**src/rtl/hsw_pkg.sv**
```systemverilog
package hsw_pkg;

  typedef enum logic [2:0] {
    ST_IDLE  = 3'd0,
    ST_WAIT  = 3'd1,
    ST_INR   = 3'd2,
    ST_REG   = 3'd3,
    ST_FLT   = 3'd4,
    ST_PULSE = 3'd5,
    ST_LATCH = 3'd6,
    ST_RETRY = 3'd7
  } hsw_state_e;

  localparam int unsigned VAR_ONCE  = 0;
  localparam int unsigned VAR_RETRY = 1;
  localparam int unsigned VAR_LATCH = 2;

  localparam int unsigned TMR_CHG = 5;
  localparam int unsigned TMR_DIS = 1;

  // One timer step: saturating charge, floored discharge.
  function automatic int unsigned tmr_next(input int unsigned cur, input logic up,
                                           input int unsigned thr);
    if (up) return (cur + TMR_CHG >= thr) ? thr : cur + TMR_CHG;
    return (cur == 0) ? 0 : cur - TMR_DIS;
  endfunction

endpackage

```
**src/rtl/hsw_tick_gen.sv**
```systemverilog
module hsw_tick_gen #(
  parameter int unsigned TICK_DIV = 1
) (
  input  logic clk,
  input  logic rst_n,
  output logic tick
);
  localparam int unsigned PW = (TICK_DIV > 1) ? $clog2(TICK_DIV) : 1;

  logic [PW-1:0] pc;
  logic          wrap;

  assign wrap = (pc == PW'(TICK_DIV - 1));
  assign tick = wrap;

  always_ff @(posedge clk or negedge rst_n) begin
    if (!rst_n)    pc <= '0;
    else if (wrap) pc <= '0;
    else           pc <= pc + 1'b1;
  end
endmodule

```
**src/rtl/hsw_updown_tmr.sv**
```systemverilog
module hsw_updown_tmr
  import hsw_pkg::*;
#(
  parameter int unsigned THR = 20
) (
  input  logic                         clk,
  input  logic                         rst_n,
  input  logic                         tick,
  input  logic                         clr,
  input  logic                         up,
  output logic [$clog2(THR+1)-1:0]     cnt,
  output logic                         expired,
  output logic                         zero
);
  localparam int unsigned TW = $clog2(THR + 1);

  assign expired = (32'(cnt) >= THR);
  assign zero    = (cnt == '0);

  always_ff @(posedge clk or negedge rst_n) begin
    if (!rst_n)    cnt <= '0;
    else if (clr)  cnt <= '0;
    else if (tick) cnt <= TW'(tmr_next(32'(cnt), up, THR));
  end

  // discharge stops at zero
  p_floor_r3: assert property (@(posedge clk) disable iff (!rst_n)
    zero && tick && !up && !clr |=> zero);
  // charging below threshold always moves the count upward
  p_charge_r3: assert property (@(posedge clk) disable iff (!rst_n)
    tick && up && !clr && !expired |=> cnt > $past(cnt));
  // the count never passes the threshold
  p_ceiling_r3: assert property (@(posedge clk) disable iff (!rst_n)
    32'(cnt) <= THR);
endmodule

```
**src/rtl/hsw_seq_fsm.sv**
```systemverilog
module hsw_seq_fsm
  import hsw_pkg::*;
#(
  parameter int unsigned VARIANT   = VAR_ONCE,
  parameter int unsigned START_DLY = 10,
  parameter int unsigned PULSE_LEN = 6,
  parameter int unsigned RETRY_N   = 64
) (
  input  logic       clk,
  input  logic       rst_n,
  input  logic       en,
  input  logic       cp_up,
  input  logic       lim_act,
  input  logic       oc,
  input  logic       ftrip,
  input  logic       inr_exp,
  input  logic       inr_zero,
  input  logic       flt_exp,
  input  logic       flt_zero,
  output hsw_state_e st,
  output logic       inr_clr,
  output logic       flt_clr,
  output logic       inr_up,
  output logic       flt_up
);
  localparam int unsigned WIN_MAX = (START_DLY > PULSE_LEN) ? START_DLY : PULSE_LEN;
  localparam int unsigned CW      = $clog2(WIN_MAX + 1);
  localparam int unsigned RW      = $clog2(RETRY_N + 1);
  localparam hsw_state_e  FAIL_ST = (VARIANT == VAR_RETRY) ? ST_RETRY : ST_LATCH;

  hsw_state_e    nxt;
  logic [CW-1:0] seq_cnt;
  logic [RW-1:0] rcnt;
  logic          primed, once_used, rt_up;

  // Named events for the assertions and for readability.
  logic ev_wait_done, ev_pulse_done, ev_retry_done, ev_trip;
  hsw_state_e pulse_dest;

  assign ev_wait_done  = (st == ST_WAIT)  && (seq_cnt == CW'(START_DLY - 1));
  assign ev_pulse_done = (st == ST_PULSE) && (seq_cnt == CW'(PULSE_LEN - 1));
  assign ev_retry_done = (st == ST_RETRY) && !rt_up && inr_zero && flt_zero
                         && (rcnt == RW'(RETRY_N - 1));
  assign ev_trip       = ((st == ST_REG) || (st == ST_FLT)) && ftrip;

  always_comb begin
    if (VARIANT == VAR_LATCH)      pulse_dest = ST_LATCH;
    else if (VARIANT == VAR_RETRY) pulse_dest = ST_INR;
    else                           pulse_dest = once_used ? ST_LATCH : ST_INR;
  end

  always_comb begin
    nxt = st;
    unique case (st)
      ST_IDLE:  if (en && cp_up) nxt = primed ? ST_INR : ST_WAIT;
      ST_WAIT:  if (!cp_up) nxt = ST_IDLE;
                else if (ev_wait_done) nxt = ST_INR;
      ST_INR:   if (inr_exp) nxt = FAIL_ST;
                else if (!lim_act && inr_zero) nxt = ST_REG;
      ST_REG:   if (ftrip) nxt = ST_PULSE;
                else if (oc) nxt = ST_FLT;
      ST_FLT:   if (ftrip) nxt = ST_PULSE;
                else if (flt_exp) nxt = FAIL_ST;
                else if (!oc) nxt = ST_REG;
      ST_PULSE: if (ev_pulse_done) nxt = pulse_dest;
      ST_LATCH: nxt = ST_LATCH;
      ST_RETRY: if (ev_retry_done) nxt = ST_INR;
      default:  nxt = ST_IDLE;
    endcase
    if (!en) nxt = ST_IDLE;
  end

  always_ff @(posedge clk or negedge rst_n) begin
    if (!rst_n) begin
      st        <= ST_IDLE;
      seq_cnt   <= '0;
      primed    <= 1'b0;
      once_used <= 1'b0;
      rt_up     <= 1'b1;
      rcnt      <= '0;
    end else begin
      st <= nxt;
      if (nxt != st) seq_cnt <= '0;
      else if ((st == ST_WAIT) || (st == ST_PULSE)) seq_cnt <= seq_cnt + 1'b1;

      if (!cp_up) primed <= 1'b0;
      else if (ev_wait_done && en) primed <= 1'b1;

      if (st == ST_IDLE) once_used <= 1'b0;
      else if (ev_pulse_done && en && (pulse_dest == ST_INR)) once_used <= 1'b1;

      if (st != ST_RETRY) begin
        rt_up <= 1'b1;
        rcnt  <= '0;
      end else if (rt_up && inr_exp) begin
        rt_up <= 1'b0;
      end else if (!rt_up && inr_zero) begin
        rt_up <= 1'b1;
        rcnt  <= rcnt + 1'b1;
      end
    end
  end

  assign inr_clr = (st == ST_IDLE) || (st == ST_WAIT) || !en;
  assign flt_clr = inr_clr;
  assign inr_up  = ((st == ST_INR) && lim_act) || ((st == ST_RETRY) && rt_up);
  assign flt_up  = (st == ST_FLT);

  // enable low always lands in idle
  p_en_drop_r11: assert property (@(posedge clk) disable iff (!rst_n)
    !en |=> st == ST_IDLE);
  // losing the charge pump during the delay aborts start-up
  p_wait_abort_r2: assert property (@(posedge clk) disable iff (!rst_n)
    (st == ST_WAIT) && en && !cp_up |=> st == ST_IDLE);
  // inrush timeout exits to the variant's failure state
  p_inr_timeout_r4: assert property (@(posedge clk) disable iff (!rst_n)
    (st == ST_INR) && en && inr_exp |=> st == FAIL_ST);
  // overcurrent in regular enters fault
  p_oc_entry_r5: assert property (@(posedge clk) disable iff (!rst_n)
    (st == ST_REG) && en && oc && !ftrip |=> st == ST_FLT);
  // overcurrent clearing before expiry returns to regular
  p_flt_recover_r6: assert property (@(posedge clk) disable iff (!rst_n)
    (st == ST_FLT) && en && !oc && !ftrip && !flt_exp |=> st == ST_REG);
  // fast trip always starts the pulldown pulse
  p_trip_r7: assert property (@(posedge clk) disable iff (!rst_n)
    ev_trip && en |=> st == ST_PULSE);
  // latched holds while enable stays high
  p_latch_hold_r8: assert property (@(posedge clk) disable iff (!rst_n)
    (st == ST_LATCH) && en |=> st == ST_LATCH);
  // retry only leaves toward inrush or idle
  p_retry_exit_r9: assert property (@(posedge clk) disable iff (!rst_n)
    (st == ST_RETRY) |=> (st == ST_RETRY) || (st == ST_INR) || (st == ST_IDLE));
endmodule

```
**src/rtl/hsw_gate_ctrl.sv**
```systemverilog
module hsw_gate_ctrl
  import hsw_pkg::*;
#(
  parameter int unsigned VARIANT   = VAR_ONCE,
  parameter int unsigned TICK_DIV  = 50,
  parameter int unsigned TMR_THR   = 400,
  parameter int unsigned START_DLY = 190000,
  parameter int unsigned PULSE_LEN = 6300,
  parameter int unsigned RETRY_N   = 64,
  localparam int unsigned TMR_W    = $clog2(TMR_THR + 1)
) (
  input  logic             clk,
  input  logic             rst_n,
  input  logic             en,
  input  logic             cp_up,
  input  logic             ov,
  input  logic             lim_act,
  input  logic             oc,
  input  logic             ftrip,
  output logic             gate_reg,
  output logic             gate_on,
  output logic             pd_pulse,
  output logic             latched_flt,
  output logic [2:0]       state_o,
  output logic [TMR_W-1:0] inr_tmr,
  output logic [TMR_W-1:0] flt_tmr
);
  hsw_state_e       st;
  logic             tick;
  logic [1:0]       t_clr, t_up, t_exp, t_zero;
  logic [TMR_W-1:0] t_cnt [2];

  hsw_tick_gen #(.TICK_DIV(TICK_DIV)) u_tick (
    .clk(clk), .rst_n(rst_n), .tick(tick)
  );

  // Index 0: inrush timer, index 1: fault timer.
  for (genvar gi = 0; gi < 2; gi++) begin : g_tmr
    hsw_updown_tmr #(.THR(TMR_THR)) u_tmr (
      .clk(clk), .rst_n(rst_n), .tick(tick),
      .clr(t_clr[gi]), .up(t_up[gi]),
      .cnt(t_cnt[gi]), .expired(t_exp[gi]), .zero(t_zero[gi])
    );
  end

  hsw_seq_fsm #(
    .VARIANT(VARIANT), .START_DLY(START_DLY),
    .PULSE_LEN(PULSE_LEN), .RETRY_N(RETRY_N)
  ) u_fsm (
    .clk(clk), .rst_n(rst_n), .en(en), .cp_up(cp_up),
    .lim_act(lim_act), .oc(oc), .ftrip(ftrip),
    .inr_exp(t_exp[0]), .inr_zero(t_zero[0]),
    .flt_exp(t_exp[1]), .flt_zero(t_zero[1]),
    .st(st),
    .inr_clr(t_clr[0]), .flt_clr(t_clr[1]),
    .inr_up(t_up[0]), .flt_up(t_up[1])
  );

  assign gate_reg    = (st == ST_INR) && !ov;
  assign gate_on     = ((st == ST_REG) || (st == ST_FLT)) && !ov;
  assign pd_pulse    = (st == ST_PULSE);
  assign latched_flt = (st == ST_LATCH);
  assign state_o     = st;
  assign inr_tmr     = t_cnt[0];
  assign flt_tmr     = t_cnt[1];

  // overvoltage blanks both gate drives
  p_ov_gate_r10: assert property (@(posedge clk) disable iff (!rst_n)
    ov |-> !gate_on && !gate_reg);
  // the pulldown pulse never overlaps a gate drive
  p_pulse_off_r7: assert property (@(posedge clk) disable iff (!rst_n)
    pd_pulse |-> !gate_on && !gate_reg);
  // a latched block keeps the fault timer draining
  p_latch_drain_r8: assert property (@(posedge clk) disable iff (!rst_n)
    latched_flt && en |=> flt_tmr <= $past(flt_tmr));
endmodule

```
**config.mk**
```make
export PLATFORM = sky130hd
export DESIGN_NAME = hsw_gate_ctrl
export DESIGN_NICKNAME = d
export VERILOG_FILES = /design/src/rtl/hsw_pkg.sv /design/src/rtl/hsw_tick_gen.sv /design/src/rtl/hsw_updown_tmr.sv /design/src/rtl/hsw_seq_fsm.sv /design/src/rtl/hsw_gate_ctrl.sv
export SDC_FILE = /design/constraint.sdc
export NUM_CORES = 1
export LEC_CHECK = 0
export BUFFER_PORTS_ARGS = -buffer_cell sky130_fd_sc_hd__buf_2
export CORE_ASPECT_RATIO = 0.7
export CORE_MARGIN = 2
export CORE_UTILIZATION = 25
export DETAILED_ROUTE_END_ITERATION = 6
export GPL_ROUTABILITY_DRIVEN = 0
export HOLD_SLACK_MARGIN = 0.03
export PLACE_DENSITY_LB_ADDON = 0.1
export SYNTH_ARGS = -nofsm -noshare
export SYNTH_HDL_FRONTEND = slang
export SYNTH_SLANG_ARGS = --single-unit
```
**constraint.sdc**
```tcl
create_clock -name clk -period 2.3 [get_ports clk]
set_input_delay 0.115 -clock clk [delete_from_list [all_inputs] [get_ports clk]]
set_output_delay 0.115 -clock clk [all_outputs]
set_load 0.03 [all_outputs]
```
* Yosys cells after proc, flatten, opt, wreduce, memory -nomap -nowiden
Cells that the tools add are included.
** Storage, ports and cells
- Bits in registers :: 55
- Output and inout bits :: 25
- Input bits :: 8
- Word-level logic and storage cells :: 118
** Operators by class
- Add/sub/neg operators :: 7
- Reduce and logical (&&, ||, !) cells :: 35
- Multiplexer cells :: 47
- Magnitude comparators :: 4
- Equal/unequal tests :: 16
** Operators by type and width (count)
- two-way mux 9 bit :: 12
- two-way mux 3 bit :: 14
- two-way mux 18 bit :: 2
- one-hot mux 3 bit (8 select lines) :: 1
- two-way mux 7 bit :: 3
- adder 9 x 3 -> 10 bit, second input constant :: 2
- >= comparator 10 x 9 -> 1 bit, second input constant :: 2
- adder 18 x 1 -> 18 bit, second input constant :: 1
- == test 18 x 13 -> 1 bit, second input constant :: 1
- == test 18 bit, second input constant :: 1
- >= comparator 9 bit, second input constant :: 2
- logical NOT 9 bit :: 2
- subtractor 9 x 1 -> 9 bit, second input constant :: 2
- logical AND 1 bit :: 17
- two-way mux 1 bit :: 13
- == test 3 bit, second input constant :: 4
- == test 3 x 2 -> 1 bit, second input constant :: 3
- nonzero test 2 bit :: 4
- adder 7 x 1 -> 7 bit, second input constant :: 1
- == test 7 x 6 -> 1 bit, second input constant :: 1
- adder 6 x 1 -> 6 bit, second input constant :: 1
- == test 6 bit, second input constant :: 1
- two-way mux 6 bit :: 1
- logical OR 1 bit :: 5
- 9 further kinds :: 13

* Depth between registers and ports, before layout
Gate-level depths: netlist of the first run.
- Depth after elaboration :: 10
- Depth in mapped cells :: 10

* Modules after synthesis
A second synthesis of the first run with hierarchy kept.
** Second synthesis, totals
- Cells, all modules :: 452
- Area, all modules :: 3990.1 um^2
** Modules (own cells, without submodules)
- hsw_seq_fsm :: cells an instance 208, area each 1905.6 um^2, times used 1
- hsw_updown_tmr :: cells an instance 106, area each 874.6 um^2, times used 2
- hsw_tick_gen :: cells an instance 26, area each 285.3 um^2, times used 1
- hsw_gate_ctrl :: cells an instance 6, area each 50.0 um^2, times used 1

* Worst setup path before layout of the first run
OpenSTA, ideal clock, no wires.
- Kind :: register to register
- From :: register g_tmr[0].u_tmr.cnt[5]
- To :: register u_fsm.seq_cnt[13]
- Setup time :: 0.116 ns
- Path slack :: -0.215 ns
- Stages on the path, launching flop included :: 10
- Buffers on the path :: 2
- Required time :: 2.184 ns
- Clock period less this slack :: 2.515 ns
- Arrival time :: 2.399 ns
- Path through :: dfrtp_1 -> buf_6 -> nor4_4 -> nand4b_4 -> or4_4 -> a21oi_2 -> a21oi_2 -> o221ai_4 -> buf_6 -> nor2_1
** Between the ends
- Word-level cells in the longest chain between the ends :: 9
- Elaborated cells on any way between the ends :: 14
- Classes of those cells :: order compare (1); eq/ne (1); mux (6); reduce/logical (6)
** Ends and longest elaborated chain
- from (decl) :: line hsw_updown_tmr.sv:11 : output logic [$clog2(THR+1)-1:0] cnt,
- from (signal assigned) :: line hsw_updown_tmr.sv:23 : else if (tick) cnt <= TW'(tmr_next(32'(cnt), up, THR));
- parallel branches: the longest is 5 deep, another holds >= comparator 9 bit
- one-hot mux 3 bit (8 select lines) * :: line hsw_seq_fsm.sv:54 : unique case (st)
- two-way mux 3 bit * :: line hsw_seq_fsm.sv:70 : if (!en) nxt = ST_IDLE;
- inequality test 3 bit * :: line hsw_seq_fsm.sv:83 : if (nxt != st) seq_cnt <= '0;
- two-way mux 18 bit or nonzero test 2 bit (tied branches)
- to (signal assigned) :: line hsw_seq_fsm.sv:84 : else if ((st == ST_WAIT) || (st == ST_PULSE)) seq_cnt <= seq_cnt + 1'b1;
- to (decl) :: line hsw_seq_fsm.sv:32 : logic [CW-1:0] seq_cnt;
Mark *: on every way between the ends.
A chain may end at the register's enable or synchronous reset.

* Worst setup path after layout of the first run
- From :: register g_tmr[0].u_tmr.cnt[7]
- To :: register u_fsm.seq_cnt[9]
The elaborated chain is that of the path after synthesis.

==> impl_metrics.py, run 1 <==
metrics = {
    "setup_path": {
        "crit_slowest_cell": "or4_4",
        "r2r_slack_ns": -0.06,
        "crit_required_ns": 2.48,
        "rr_worst_depth": 8,
        "critPathMaxFanout": 17,
        "cp.arrival_ns": 2.54,
        "critical_path.startpoint": "g_tmr[0].u_tmr.cnt[7]",
        "endpoint_kind": "register",
        "startpoint_type": "register",
        "crit_end": "u_fsm.seq_cnt[9]",
        "worstPathCellList": "nor4_4 -> nand4b_4 -> or4_4 -> a21oi_4 -> a21oi_2 -> o221ai_4 -> buf_12 -> nor2_1",
        "r2r-end": "u_fsm.seq_cnt[9]",
        "slowest_delay_ns": 0.55,
        "crit_type": "register to register",
        "reg2reg_from": "g_tmr[0].u_tmr.cnt[7]",
    },
    "power": {
        "p_leak_nw": 2.218,
        "p_comb_share_pct": 18.8,
        "pwr-share-clk_pct": 36.2,
        "vdd_drop_max_mv": 0.3078,
        "p_total_mw": 2.217,
        "seqPwrFrac_pct": 45.0,
        "p_sw_share_pct": 28.58,
        "power_density_nw_per_um2": 442.6,
        "cell_internal_pwr_mw": 1.583,
        "p_sw_mw": 0.6337,
    },
    "grt": {
        "grt_max_degree": 25,
        "antenna_found_initial": 2,
        "grt-ovfl-total": 0,
        "grt_pass1_vias": 3592,
        "grtUsageTotal_pct": 15.20,
        "grt_pass1_wl_um": 20170,
    },
    "routing": {
        "antenna_left": 0,
        "drtPass1Iterations": 5,
        "drt_iter0_drc": 281,
        "vias": 3797,
        "wl_um": 12000,
        "vias_per_cell": 4.976,
        "wl_per_cell_um": 15.73,
        "drc": 0,
    },
    "layout": {
        "drive_gt1_share_pct": 26.02,
        "syn_to_final_growth_pct": 29.12,
        "final_common_cell": "buf_4",
        "final_util_pct": 32.62,
        "nNetsFinal": 578,
        "final_cell_mix": "73 x buf_4, 64 x nor2_1, 49 x dfrtp_1",
    },
    "logic_synthesis": {
        "async_flop_share_pct": 100.0,
        "yosysWarningCount": 0,
        "ys_ff_latch": 55,
        "synth_top_area_share_pct": 34.83,
        "syn_avg_cell_area_um2": 8.220,
        "synthesis.nets": 490,
        "synth_cells": 472,
        "ys_types": 66,
        "ys_seq_area_share_pct": 35.50,
        "yosys.area.top_type": "dfrtp_1",
        "synth_flop_cell": "dfrtp_1",
        "synth_area_um2": 3880,
        "synth_area_leaders": "dfrtp_1 35%, nor2_1 6.3%, nand3_1 5.4%, xnor2_1 4.1%, a21oi_1 4.0%",
        "synth_edf_count": 0,
    },
    "clock_tree": {
        "cts_tree": "built",
        "path_clk_slew_ns": 0.08,
        "htree_levels": 2,
        "ctsLongestPathBuffers": 2,
        "root_buffer": "clkbuf_16",
        "clock-sinks": 55,
        "worstSkewPairLatency_ns": 0.30,
        "cts_inserted_buffers": 5,
    },
    "sta": {
        "fmax_mhz": 424.3,
        "finClkSkew_ns": 0.009836,
        "rsz0062_at_grt": "yes",
        "timing.final.crit_share_pct": 102.5,
        "fin_setup_tns_ns": -0.7756,
        "layout_min_cycle_time_ns": 2.357,
        "setup-violations-final": 17,
        "fin_ws_ns": -0.05659,
        "final-hold-violation-count": 0,
        "tightest_slew_ns": 0.5820,
        "relSlewSlack_pct": 61.11,
        "hold_slack_ns": 0.09049,
        "finalMaxSlewViolations": 0,
    },
    "placed_design": {
        "post-place-ws_ns": -0.1423,
        "io_buffers": 32,
        "dp_hpwl_um": 9209,
    },
    "outcome": {
        "violations": "negative setup slack",
        "status": "finished, violations left",
    },
    "floorplan": {
        "dieArea_um2": 16550,
        "rows": 38,
        "die_y_um": 108.2,
        "chipWidth_um": 152.9,
        "io_pins": 33,
        "initial_core_util_pct": 25.26,
        "coreArea_um2": 15360,
    },
    "worst_hold_path": {
        "worstHoldPathType": "input port to register",
        "whs_path_depth": 2,
    },
    "run": {
        "maxCapViolCount": 0,
    },
}
[power groups by stage]
| stage | logic [mW] | clock network (mW) | registers, mW |
|---|---|---|---|
| 6_report | 0.417 | 0.803 | 0.997 |
| 5_1_grt | 0.461 | 0.884 | 1.00 |
| 4_1_cts | 0.419 | 0.842 | 0.995 |
| 3_5_place_dp | 0.414 | 0 | 1.01 |
| 3_3_place_gp | 0.416 | 0 | 1.01 |
| 2_1_floorplan | 0.230 | 0 | 1.01 |
[registers in the layout, indices dropped and copies added (netlist names)]
| register | count |
|---|---|
| g_tmr.u_tmr.cnt | 18 |
| u_fsm.seq_cnt | 18 |
| u_fsm.rcnt | 7 |
| u_tick.pc | 6 |
| u_fsm.st | 3 |
| u_fsm.once_used | 1 |
| u_fsm.primed | 1 |
| u_fsm.rt_up | 1 |
[how the worst min path moves through the flow]
stage	startpoint	to	slack, ns
4_1_cts	cp_up	u_fsm.primed	0.08
2_1_floorplan	rst_n	g_tmr[0].u_tmr.cnt[0]	-0.18
3_3_place_gp	rst_n	g_tmr[0].u_tmr.cnt[6]	-0.007
3_5_place_dp	rst_n	g_tmr[0].u_tmr.cnt[6]	-0.006
5_1_grt	cp_up	u_fsm.primed	0.1
6_report	cp_up	u_fsm.primed	0.09
[timing repair]
action                                  4_1_cts  5_1_grt
setup buffers                                 1        2
hold endpoints to repair                      8        0
hold buffers                                  1        0
pin swaps                                     1        3
endpoints found under the setup margin       18       28
gates resized for setup                       3       16
[final cells by class]
cell class / count / area (um^2)
Fill cell: 1637 / 10350
Multi-Input combinational cell: 380 / 2444
Sequential cell: 55 / 1384
Timing Repair Buffer: 107 / 738.2
Tap cell: 200 / 250.2
Clock buffer: 7 / 142.6
Inverter: 11 / 41.29
Clock inverter: 1 / 5.005
Antenna cell: 2 / 5.005
[per-stage QoR]
step                      std cells  instance area (um^2)
after global placement          749                  4743
final                           763                  5010
after CTS                       759                  4928
after detailed placement        749                  4743
after floorplan                 472                  3919
after global routing            762                  5007
[synth_stat cells (all sizes together) (5+ instances only)]
master and instances:
a21oi 33, clkbuf 21, nand4 8, xor2 10, nor4 8, ha 10, buf 5, nor3 14
a211o 5, nand3 42, and3 9, a21o 5, nor2 65, xnor2 18, and4 5, and2 8
nand2 37, inv 10, a211oi 7, a31oi 8, nand4b 7, o21ai 25, dfrtp 54
[worst max-delay path: cells and delay by family, from the launching register on]
family | cells | cell delay (ns)
and+or+nand+nor | 4 | 1.19
AOI/OAI and AO/OA | 3 | 0.45
DFF | 1 | 0.43
buffers and inverters | 1 | 0.17
[cells by family after synthesis]
group	share of synthesized area (%)
xor gates and xnor gates	6.320
adders and majority gates	3.225
AOI/OAI and AO/OA	19.64
DFF	35.50
muxes	0.8062
and+or+nand+nor	30.47
buffers and inverters	4.031
[routing by layer]
layer	vias up	GRT usage, %	wire length (um)
met5	-	0	0
met4	0	3.175	133
met3	12	3.607	633
met2	90	20.66	4686
met1	1802	23.86	6546
li1	1893	-	-
No activity file was read; power rests on OpenSTA's default activity.
==> run 2, diff against run 1 <==
--- a/config.mk
+++ b/config.mk
@@ -13,6 +13,7 @@
 export GPL_ROUTABILITY_DRIVEN = 0
 export HOLD_SLACK_MARGIN = 0.03
 export PLACE_DENSITY_LB_ADDON = 0.1
+export REMOVE_ABC_BUFFERS = 1
 export SYNTH_ARGS = -nofsm -noshare
 export SYNTH_HDL_FRONTEND = slang
 export SYNTH_SLANG_ARGS = --single-unit
==> impl_metrics.py, run 2 (synthesized netlist as in run 1, its figures left out) <==
metrics = {
    "outcome": {
        "status": "finished, violations left",
        "violations": "negative setup slack",
    },
    "placed_design": {
        "dp_hpwl_um": 8985,
        "io_buffers": 32,
    },
    "sta": {
        "fin_ws_ns": -0.001388,
        "rsz0062_at_grt": "yes",
        "setup-violations-final": 1,
        "tightest_slew_ns": 0.6848,
        "fmax_mhz": 434.5,
        "layout_min_cycle_time_ns": 2.301,
        "relSlewSlack_pct": 54.35,
        "finClkSkew_ns": 0.01526,
        "finalMaxSlewViolations": 0,
        "timing.final.crit_share_pct": 100.1,
        "final-hold-violation-count": 0,
        "fin_setup_tns_ns": -0.001388,
    },
    "setup_path": {
        "crit_required_ns": 2.50,
        "r2r-end": "u_fsm.seq_cnt[14]",
        "r2r_slack_ns": -0.001,
        "crit_slowest_cell": "or4_4",
        "crit_end": "u_fsm.seq_cnt[14]",
        "cp.arrival_ns": 2.50,
        "reg2reg_from": "g_tmr[0].u_tmr.cnt[4]",
        "critical_path.startpoint": "g_tmr[0].u_tmr.cnt[4]",
        "rr_worst_depth": 8,
        "slowest_delay_ns": 0.56,
        "crit_type": "register to register",
        "critPathMaxFanout": 17,
        "worstPathCellList": "nor4_4 -> nand4b_4 -> or4_4 -> a21oi_4 -> a21oi_2 -> o221ai_4 -> buf_12 -> nor2_1",
        "endpoint_kind": "register",
        "startpoint_type": "register",
    },
    "layout": {
        "final_common_cell": "buf_4",
        "multi_input_area_um2": 2400,
        "syn_to_final_growth_pct": 28.09,
        "n_antenna_cell": 0,
        "reg_top3": "g_tmr.u_tmr.cnt x18, u_fsm.seq_cnt x18, u_fsm.rcnt x7",
        "register_area_um2": 1379,
        "final_cell_mix": "69 x buf_4, 65 x nor2_1, 53 x dfrtp_1",
        "nNetsFinal": 576,
        "nFillCells": 1624,
        "drive_gt1_share_pct": 24.15,
    },
    "routing": {
        "wl_um": 11940,
        "vias": 3788,
        "vias_per_cell": 4.991,
        "drc": 0,
        "drt_iter0_drc": 266,
        "drtPass1Iterations": 4,
        "antenna_left": 0,
        "wl_per_cell_um": 15.73,
    },
    "floorplan": {
        "die_y_um": 108.2,
        "rows": 38,
        "chipWidth_um": 152.9,
        "initial_core_util_pct": 25.26,
        "coreArea_um2": 15360,
        "io_pins": 33,
        "dieArea_um2": 16550,
    },
    "clock_tree": {
        "root_buffer": "clkbuf_16",
        "worstSkewPairLatency_ns": 0.32,
        "ctsLongestPathBuffers": 2,
        "cts_tree": "built",
        "path_clk_slew_ns": 0.09,
        "htree_levels": 2,
        "clock-sinks": 55,
        "cts_inserted_buffers": 5,
    },
    "worst_hold_path": {
        "worstHoldPathType": "input port to register",
    },
    "grt": {
        "grtUsageTotal_pct": 14.79,
        "grt-ovfl-total": 0,
        "grt_max_degree": 32,
        "grt_pass1_vias": 3567,
        "grt_pass1_wl_um": 19220,
        "antenna_found_initial": 0,
    },
    "power": {
        "p_total_mw": 2.250,
        "vdd_drop_max_mv": 0.2656,
        "p_leak_nw": 2.246,
        "cell_internal_pwr_mw": 1.560,
        "p_sw_mw": 0.6903,
        "p_sw_share_pct": 30.68,
        "p_comb_share_pct": 18.6,
        "power_density_nw_per_um2": 452.8,
        "pwr-share-clk_pct": 37.5,
        "seqPwrFrac_pct": 43.9,
    },
    "run": {
        "maxCapViolCount": 0,
    },
}
## run 2: cell count changes in the layout (fill, tap and decap cells not counted), sizes merged
cell    delta
buf        -2
clkbuf     -2
diode      -2
inv        +2
## run 2: power by group through the flow
stage	registers, mW	clock network [mW]	logic (mW)
floorplan	1.03	0	0.178
global placement	1.01	0	0.415
detailed placement	1.01	0	0.412
CTS	0.989	0.878	0.416
global route	0.991	0.920	0.459
finish	0.988	0.844	0.418
## run 2: worst max-delay path: cells and delay by family, from the launching register on
kind	cells	cell delay, ns
AOI/OAI and AO/OA	3	0.45
buffers and inverters	1	0.18
DFF	1	0.41
and+or+nand+nor	4	1.13
## run 2: what timing repair did
| action | in CTS | in global routing |
|---|---|---|
| buffers inserted | 0 | 0 |
| gates cloned | 0 | 0 |
| setup endpoints to repair | 17 | 27 |
| gates resized for setup | 2 | 11 |
| pin swaps | 1 | 2 |
| hold endpoints to repair | 24 | 0 |
| hold buffers | 1 | 0 |
## run 2: routing by layer
metal  routed length (um)  global-route usage, %
met1                 6456                  22.63
met2                 4830                  20.66
met3                  496                  2.926
met4                  156                  4.563
met5                    0                      0
## run 2: how the worst min path moves through the flow
| stage | to | startpoint | slack [ns] | cells past startpoint |
|---|---|---|---|---|
| 6_report | u_fsm.primed | cp_up | 0.09 | 2 |
| 3_3_place_gp | g_tmr[0].u_tmr.cnt[3] | rst_n | 0.19 | 1 |
| 2_1_floorplan | g_tmr[0].u_tmr.cnt[0] | rst_n | -0.18 | 0 |
| 3_5_place_dp | g_tmr[0].u_tmr.cnt[3] | rst_n | 0.20 | 1 |
| 4_1_cts | u_fsm.primed | cp_up | 0.08 | 2 |
| 5_1_grt | u_fsm.primed | cp_up | 0.09 | 2 |
## run 2: through the flow
stage / worst slack, ns / hold WS, ns / cell area, um^2 / std cells / util (%)
floorplan: -0.2674 / -0.1806 / 3765 / 446 / -
global placement: 0.03755 / 0.1908 / 4753 / 750 / 30.95
detailed placement: -0.01485 / 0.2049 / 4753 / 750 / 30.95
CTS: -0.03052 / 0.08318 / 4928 / 759 / 32.09
global route: -0.1315 / 0.08612 / 4970 / 759 / 32.36
finish: -0.001388 / 0.09274 / 4970 / 759 / 32.36
## run 2: area by class of cell
type                    count  share of cell area [%]
multi-input cells         380                   48.29
flip-flops and latches     55                   27.74
repair buffers            105                   15.06
well taps                 200                   5.035
clock buffers               5                   2.518
inverters                  11                  0.8308
clock inverters             3                  0.5287
